[src/rtl/fc_pkg.sv]
package fc_pkg;
  typedef enum logic [1:0] {
    FC_ACTIVE  = 2'd0,
    FC_PASSIVE = 2'd1,
    FC_BUSOFF  = 2'd2
  } fc_state_e;

  localparam int FC_RX_W        = 8;
  localparam int FC_TX_W        = 9;
  localparam int FC_STEP_HEAVY  = 8;
  localparam int FC_STEP_LIGHT  = 1;
  localparam int FC_RELOAD_OVER = 128;
  localparam int FC_RELOAD_VAL  = 120;
  localparam int FC_WARN_AT     = 96;
  localparam int FC_PASSIVE_OVR = 127;
  localparam int FC_BUSOFF_OVR  = 255;
endpackage

[src/rtl/fc_err_counter.sv]
module fc_err_counter #(
  parameter int WIDTH       = 8,
  parameter int STEP_HEAVY  = 8,
  parameter int STEP_LIGHT  = 1,
  parameter bit RELOAD_EN   = 1'b0,
  parameter int RELOAD_OVER = 128,
  parameter int RELOAD_VAL  = 120
) (
  input  logic             clk,
  input  logic             rst_n,
  input  logic             inc,
  input  logic             heavy,
  input  logic             dec,
  input  logic             clr,
  output logic [WIDTH-1:0] cnt
);
  localparam int MAXV = (1 << WIDTH) - 1;

  logic [WIDTH:0]   sum;
  logic [WIDTH-1:0] inc_val;
  logic [WIDTH-1:0] down_val;
  logic [WIDTH-1:0] dec_val;

  assign sum      = {1'b0, cnt} + (heavy ? (WIDTH+1)'(STEP_HEAVY) : (WIDTH+1)'(STEP_LIGHT));
  assign inc_val  = (sum > (WIDTH+1)'(MAXV)) ? WIDTH'(MAXV) : sum[WIDTH-1:0];
  assign down_val = (cnt == '0) ? '0 : cnt - 1'b1;

  generate
    if (RELOAD_EN) begin : g_reload
      assign dec_val = (cnt > WIDTH'(RELOAD_OVER)) ? WIDTH'(RELOAD_VAL) : down_val;
    end else begin : g_plain
      assign dec_val = down_val;
    end
  endgenerate

  always_ff @(posedge clk) begin
    if (!rst_n)      cnt <= '0;
    else if (clr)    cnt <= '0;
    else if (inc)    cnt <= inc_val;
    else if (dec)    cnt <= dec_val;
  end

  // an increment never makes the counter smaller (no wrap)
  p_no_wrap_r4: assert property (@(posedge clk) disable iff (!rst_n)
    (inc && !clr) |=> (cnt >= $past(cnt)));

  // increment wins over a simultaneous decrement
  p_inc_wins_r6: assert property (@(posedge clk) disable iff (!rst_n)
    (inc && dec && !clr && cnt < WIDTH'(MAXV)) |=> (cnt > $past(cnt)));

  // a decrement at zero stays at zero
  p_floor_r5: assert property (@(posedge clk) disable iff (!rst_n)
    (!inc && dec && !clr && cnt == '0) |=> (cnt == '0));

  // reload on success above the threshold
  p_reload_r3: assert property (@(posedge clk) disable iff (!rst_n)
    (RELOAD_EN && !inc && dec && !clr && cnt > WIDTH'(RELOAD_OVER))
      |=> (cnt == WIDTH'(RELOAD_VAL)));
endmodule

[src/rtl/fc_state_decode.sv]
module fc_state_decode
  import fc_pkg::*;
#(
  parameter int RX_W        = FC_RX_W,
  parameter int TX_W        = FC_TX_W,
  parameter int WARN_AT     = FC_WARN_AT,
  parameter int PASSIVE_OVR = FC_PASSIVE_OVR,
  parameter int BUSOFF_OVR  = FC_BUSOFF_OVR
) (
  input  logic [RX_W-1:0] rx_cnt,
  input  logic [TX_W-1:0] tx_cnt,
  output fc_state_e       state,
  output logic            warn
);
  logic rx_passive, tx_passive, tx_busoff;

  assign rx_passive = rx_cnt > RX_W'(PASSIVE_OVR);
  assign tx_passive = tx_cnt > TX_W'(PASSIVE_OVR);
  assign tx_busoff  = tx_cnt > TX_W'(BUSOFF_OVR);
  assign warn       = (rx_cnt >= RX_W'(WARN_AT)) || (tx_cnt >= TX_W'(WARN_AT));

  always_comb begin
    if (tx_busoff)                    state = FC_BUSOFF;
    else if (rx_passive || tx_passive) state = FC_PASSIVE;
    else                              state = FC_ACTIVE;
  end
endmodule

[src/rtl/fc_err_tracker.sv]
module fc_err_tracker
  import fc_pkg::*;
(
  input  logic        clk,
  input  logic        rst_n,
  input  logic        rx_err_stb,
  input  logic        rx_err_heavy,
  input  logic        rx_ok_stb,
  input  logic        tx_err_stb,
  input  logic        tx_err_heavy,
  input  logic        tx_ok_stb,
  input  logic        recover_stb,
  output logic [7:0]  rx_cnt,
  output logic [7:0]  tx_cnt_lo,
  output logic        warn,
  output logic        err_passive,
  output logic        bus_off,
  output logic [31:0] status_word
);
  logic [FC_RX_W-1:0] rx_q;
  logic [FC_TX_W-1:0] tx_q;
  fc_state_e          state;
  logic               live, clr;

  assign live = !bus_off;
  assign clr  = bus_off && recover_stb;

  fc_err_counter #(
    .WIDTH(FC_RX_W), .STEP_HEAVY(FC_STEP_HEAVY), .STEP_LIGHT(FC_STEP_LIGHT),
    .RELOAD_EN(1'b1), .RELOAD_OVER(FC_RELOAD_OVER), .RELOAD_VAL(FC_RELOAD_VAL)
  ) u_rx (
    .clk(clk), .rst_n(rst_n),
    .inc(rx_err_stb && live), .heavy(rx_err_heavy),
    .dec(rx_ok_stb && live), .clr(clr), .cnt(rx_q)
  );

  fc_err_counter #(
    .WIDTH(FC_TX_W), .STEP_HEAVY(FC_STEP_HEAVY), .STEP_LIGHT(FC_STEP_LIGHT),
    .RELOAD_EN(1'b0), .RELOAD_OVER(FC_RELOAD_OVER), .RELOAD_VAL(FC_RELOAD_VAL)
  ) u_tx (
    .clk(clk), .rst_n(rst_n),
    .inc(tx_err_stb && live), .heavy(tx_err_heavy),
    .dec(tx_ok_stb && live), .clr(clr), .cnt(tx_q)
  );

  fc_state_decode u_dec (
    .rx_cnt(rx_q), .tx_cnt(tx_q), .state(state), .warn(warn)
  );

  assign rx_cnt      = rx_q;
  assign tx_cnt_lo   = tx_q[7:0];
  assign err_passive = (state == FC_PASSIVE);
  assign bus_off     = (state == FC_BUSOFF);
  assign status_word = {rx_q, tx_q[7:0], 13'd0, bus_off, err_passive, warn};

  // counters frozen in bus-off unless recovering
  p_frozen_r10: assert property (@(posedge clk) disable iff (!rst_n)
    (bus_off && !recover_stb) |=> ($stable(rx_q) && $stable(tx_q)));

  // recovery clears both counters and leaves bus-off
  p_recover_r11: assert property (@(posedge clk) disable iff (!rst_n)
    (bus_off && recover_stb) |=> (rx_q == '0 && tx_q == '0 && !bus_off));

  // receive counter above 127 outside bus-off means passive
  p_passive_r8: assert property (@(posedge clk) disable iff (!rst_n)
    (!bus_off && rx_q > 8'd127) |-> err_passive);

  // entering bus-off only happens from a transmit error
  p_busoff_entry_r9: assert property (@(posedge clk) disable iff (!rst_n)
    $rose(bus_off) |-> $past(tx_err_stb));
endmodule

[config.mk]
export PLATFORM = sky130hd
export DESIGN_NAME = fc_err_tracker
export DESIGN_NICKNAME = d
export VERILOG_FILES = /design/src/rtl/fc_pkg.sv /design/src/rtl/fc_err_counter.sv /design/src/rtl/fc_state_decode.sv /design/src/rtl/fc_err_tracker.sv
export SDC_FILE = /design/constraint.sdc
export NUM_CORES = 1
export LEC_CHECK = 0
export BUFFER_PORTS_ARGS = -buffer_cell sky130_fd_sc_hd__buf_2
export CAP_MARGIN = 20
export CORE_MARGIN = 3
export CORE_UTILIZATION = 43
export DETAILED_ROUTE_END_ITERATION = 6
export PLACE_DENSITY_LB_ADDON = 0.05
export SYNTH_ARGS = -nofsm -noshare
export SYNTH_HDL_FRONTEND = slang
export SYNTH_SLANG_ARGS = --single-unit
[constraint.sdc]
create_clock -name clk -period 3.49 [get_ports clk]
set_input_delay 0.698 -clock clk [delete_from_list [all_inputs] [get_ports clk]]
set_output_delay 0.698 -clock clk [all_outputs]
set_load 0.005 [all_outputs]
==> metrics <==
Final nets=306; Final Non-Filler Cells=336; CTS root buf=clkbuf_8; DR DRC count=0; WL/cell=16.3 µm; area leader, netlist=dfxtp_1; CTS clk-pin slew, worst paths=~0.080 ns; Antenna Nets Post-Route=0; Top FF cell, synth=dfxtp_1; Worst Skew=between 0.008 and 0.009 ns; syn_area_per_cell=approximately 7.6 µm²; CP Launch Type=flip-flop; Final Max Tran Viols=0; row count=24; Avg Vias per Cell=6.01; ANT cells=0; TritonCTS Sinks=17; GP Congestion=0.850; CP max-delay cell=dfxtp_1; Ys Warns=0; distinct cell type count after synthesis=61; worst relative slew slack=60.3%; Layout fillers=469; setup violators final=0; Post-synth top cells=buf_4, o21ai_0, dfxtp_1; Area growth syn-to-layout=1.56%; #FFs+latches synth=17; busiest metal layer after global routing=met1; CTS Buf Count=3; Synth area leaders=dfxtp_1, buf_4, ha_1, o21ai_0, a21oi_1; post-synthesis instance total=275; Tightest Pin Transition=about 0.6 ns; post-synthesis cell area=0.00208 mm²; die area=0.00571 mm²; GR met1 Demand/Resource=32.8%; first-pass GRT wire length=between 8 and 9 mm; CP max FO=12; routing usage on met2=24.6%; clk buf depth=2; endpoints failing hold=0; top cell type's share of synthesized area=16.3%; I/O pin total=60; post-CTS setup buffers=0; Detailed Place HPWL=4.08 mm; crit-path max cell delay=0.60 ns; Cell Area, Placed=0.00207 mm²; Peak VDD IR=186 µV; design area=between 0.002 and 0.0025 mm²; Overall Power=861 µW; critical path's top delay family=flip-flops; Post-synth EDFFs=0; pin count of the biggest net entering global routing=17; 1st-iter DRT viols=~180; max cap viols=0; post_cts resized=0; Die Y=75.6 µm; Vias=2019; IO Port Bufs=46; GR Util met3=2.24%; WL final=5.48 mm; clk_lat worst skew=0.26 ns; CP endpoint kind=output pin; Achievable Freq=375 MHz; hold buffers post-CTS=0; worst path buffer plus inverter count=2; CTS tree=built; Final TNS setup=0 ns; HP Start=u_tx.cnt[6]; TritonRoute pass-1 iters=6; Initial Utilization=a little under half; initial antenna violation count=0; worst path arrival time=1.97 ns; Storage cell area=340 µm²; WP data required=2.79 ns; status=finished clean; leakage=0.925 nW; floorplan core area=0.00450 mm²; crit path kind=flip-flop to output pin; Inst Count DP=332; PD cells=407 mW/mm²; CP Cell Sequence=ha_1, and4b_1, a31oi_4, inv_2, buf_2; GRT Total Usage=19.3%; worst hold path type=flip-flop to flip-flop; reg2reg start=u_tx.cnt[0]; H-tree Lvls=1; Async SR Flop Fraction=0%; utilization after layout=46.9%; sequential share of the synthesized area=16.3%; min Tclk post-route=~2.7 ns; unrepaired setup endpoints after global routing=no; Critical Path Source=u_tx.cnt[0]; share of cells above drive strength 1=around a quarter; most numerous cell in the Yosys netlist=buf_4; Die X=75.6 µm; vias in the first global route=1652; final worst path period share=between 70% and 80%; area of the multi-input gates=0.00137 mm²; GRT overflow=0
power by group:
part           internal, mW  switching, mW  total [mW]
combinational         0.192          0.212       0.404
sequential            0.218         0.0777       0.296
clock                0.0813         0.0802       0.162
total                 0.491          0.370       0.861
metal layers:
metal	up-vias	part of all wire (%)
met3	6	7.7
met5	-	0
met2	97	39
met1	920	52
met4	0	0.95
li1	996	-
state kept, by name, summed over array words and instances, names as in the netlist:
| register | cells |
|---|---|
| u_rx.cnt | 8 |
| u_tx.cnt | 9 |
cell families (layout without fill, tap and decap cells):
| kind of cell | count (synthesis) | in the layout | share of synthesized area [%] |
|---|---|---|---|
| buffers and inverters | 68 | 65 | 20.2 |
| adders and majority gates | 12 | 12 | 7.21 |
| and+or+nand+nor | 86 | 86 | 25.3 |
| DFF | 17 | 17 | 16.3 |
| xor gates and xnor gates | 5 | 5 | 2.10 |
| AOI/OAI and AO/OA | 86 | 86 | 28.7 |
| other | 1 | 13 | 0.180 |
worst min-delay path, delay by kind of cell, from the launching register on:
family / cells / cell delay, ns
compound gates: 1 / 0.07
flops: 1 / 0.43
simple gates: 1 / 0.10
layout by cell type, fill, tap and decap left out, drive strengths merged, types with 3 or more instances in the layout:
master | Yosys | final
buf | 48 | 49
o21ai | 25 | 25
dfxtp | 17 | 17
a21oi | 15 | 15
nor2 | 14 | 14
nand2 | 13 | 13
conb | 1 | 13
ha | 12 | 12
inv | 12 | 12
nor3 | 12 | 12
nand3 | 10 | 10
a211oi | 7 | 7
a31oi | 7 | 7
nand4 | 5 | 5
or4 | 4 | 4
nand2b | 4 | 4
nor4 | 4 | 4
clkbuf | 8 | 4
o31a | 3 | 3
a41oi | 3 | 3
xnor2 | 3 | 3
nor3b | 3 | 3
o311a | 3 | 3
worst paths after layout:
kind                  to  slack [ns]  depth (start not counted)
max              bus_off        0.82                          5
min          u_tx.cnt[6]        0.65                          2
max reg2reg  u_tx.cnt[3]        1.09                          7
min reg2reg  u_tx.cnt[6]        0.65                          2
per-stage QoR:
step	worst slack [ns]	hold WS, ns
3_3_place_gp	1.02	0.639
2_1_floorplan	1.32	0.579
6_report	0.824	0.646
4_1_cts	0.816	0.651
3_5_place_dp	0.957	0.641
5_1_grt	0.714	0.682
layout make-up:
class	instances	share of cell area (%)
multi-input combinational	202	64.6
timing repair buffer	49	12.0
sequential	17	16.1
tap	52	3.08
inverter	12	2.13
clock buffer	4	2.13
No activity file was read; power rests on OpenSTA's default activity.
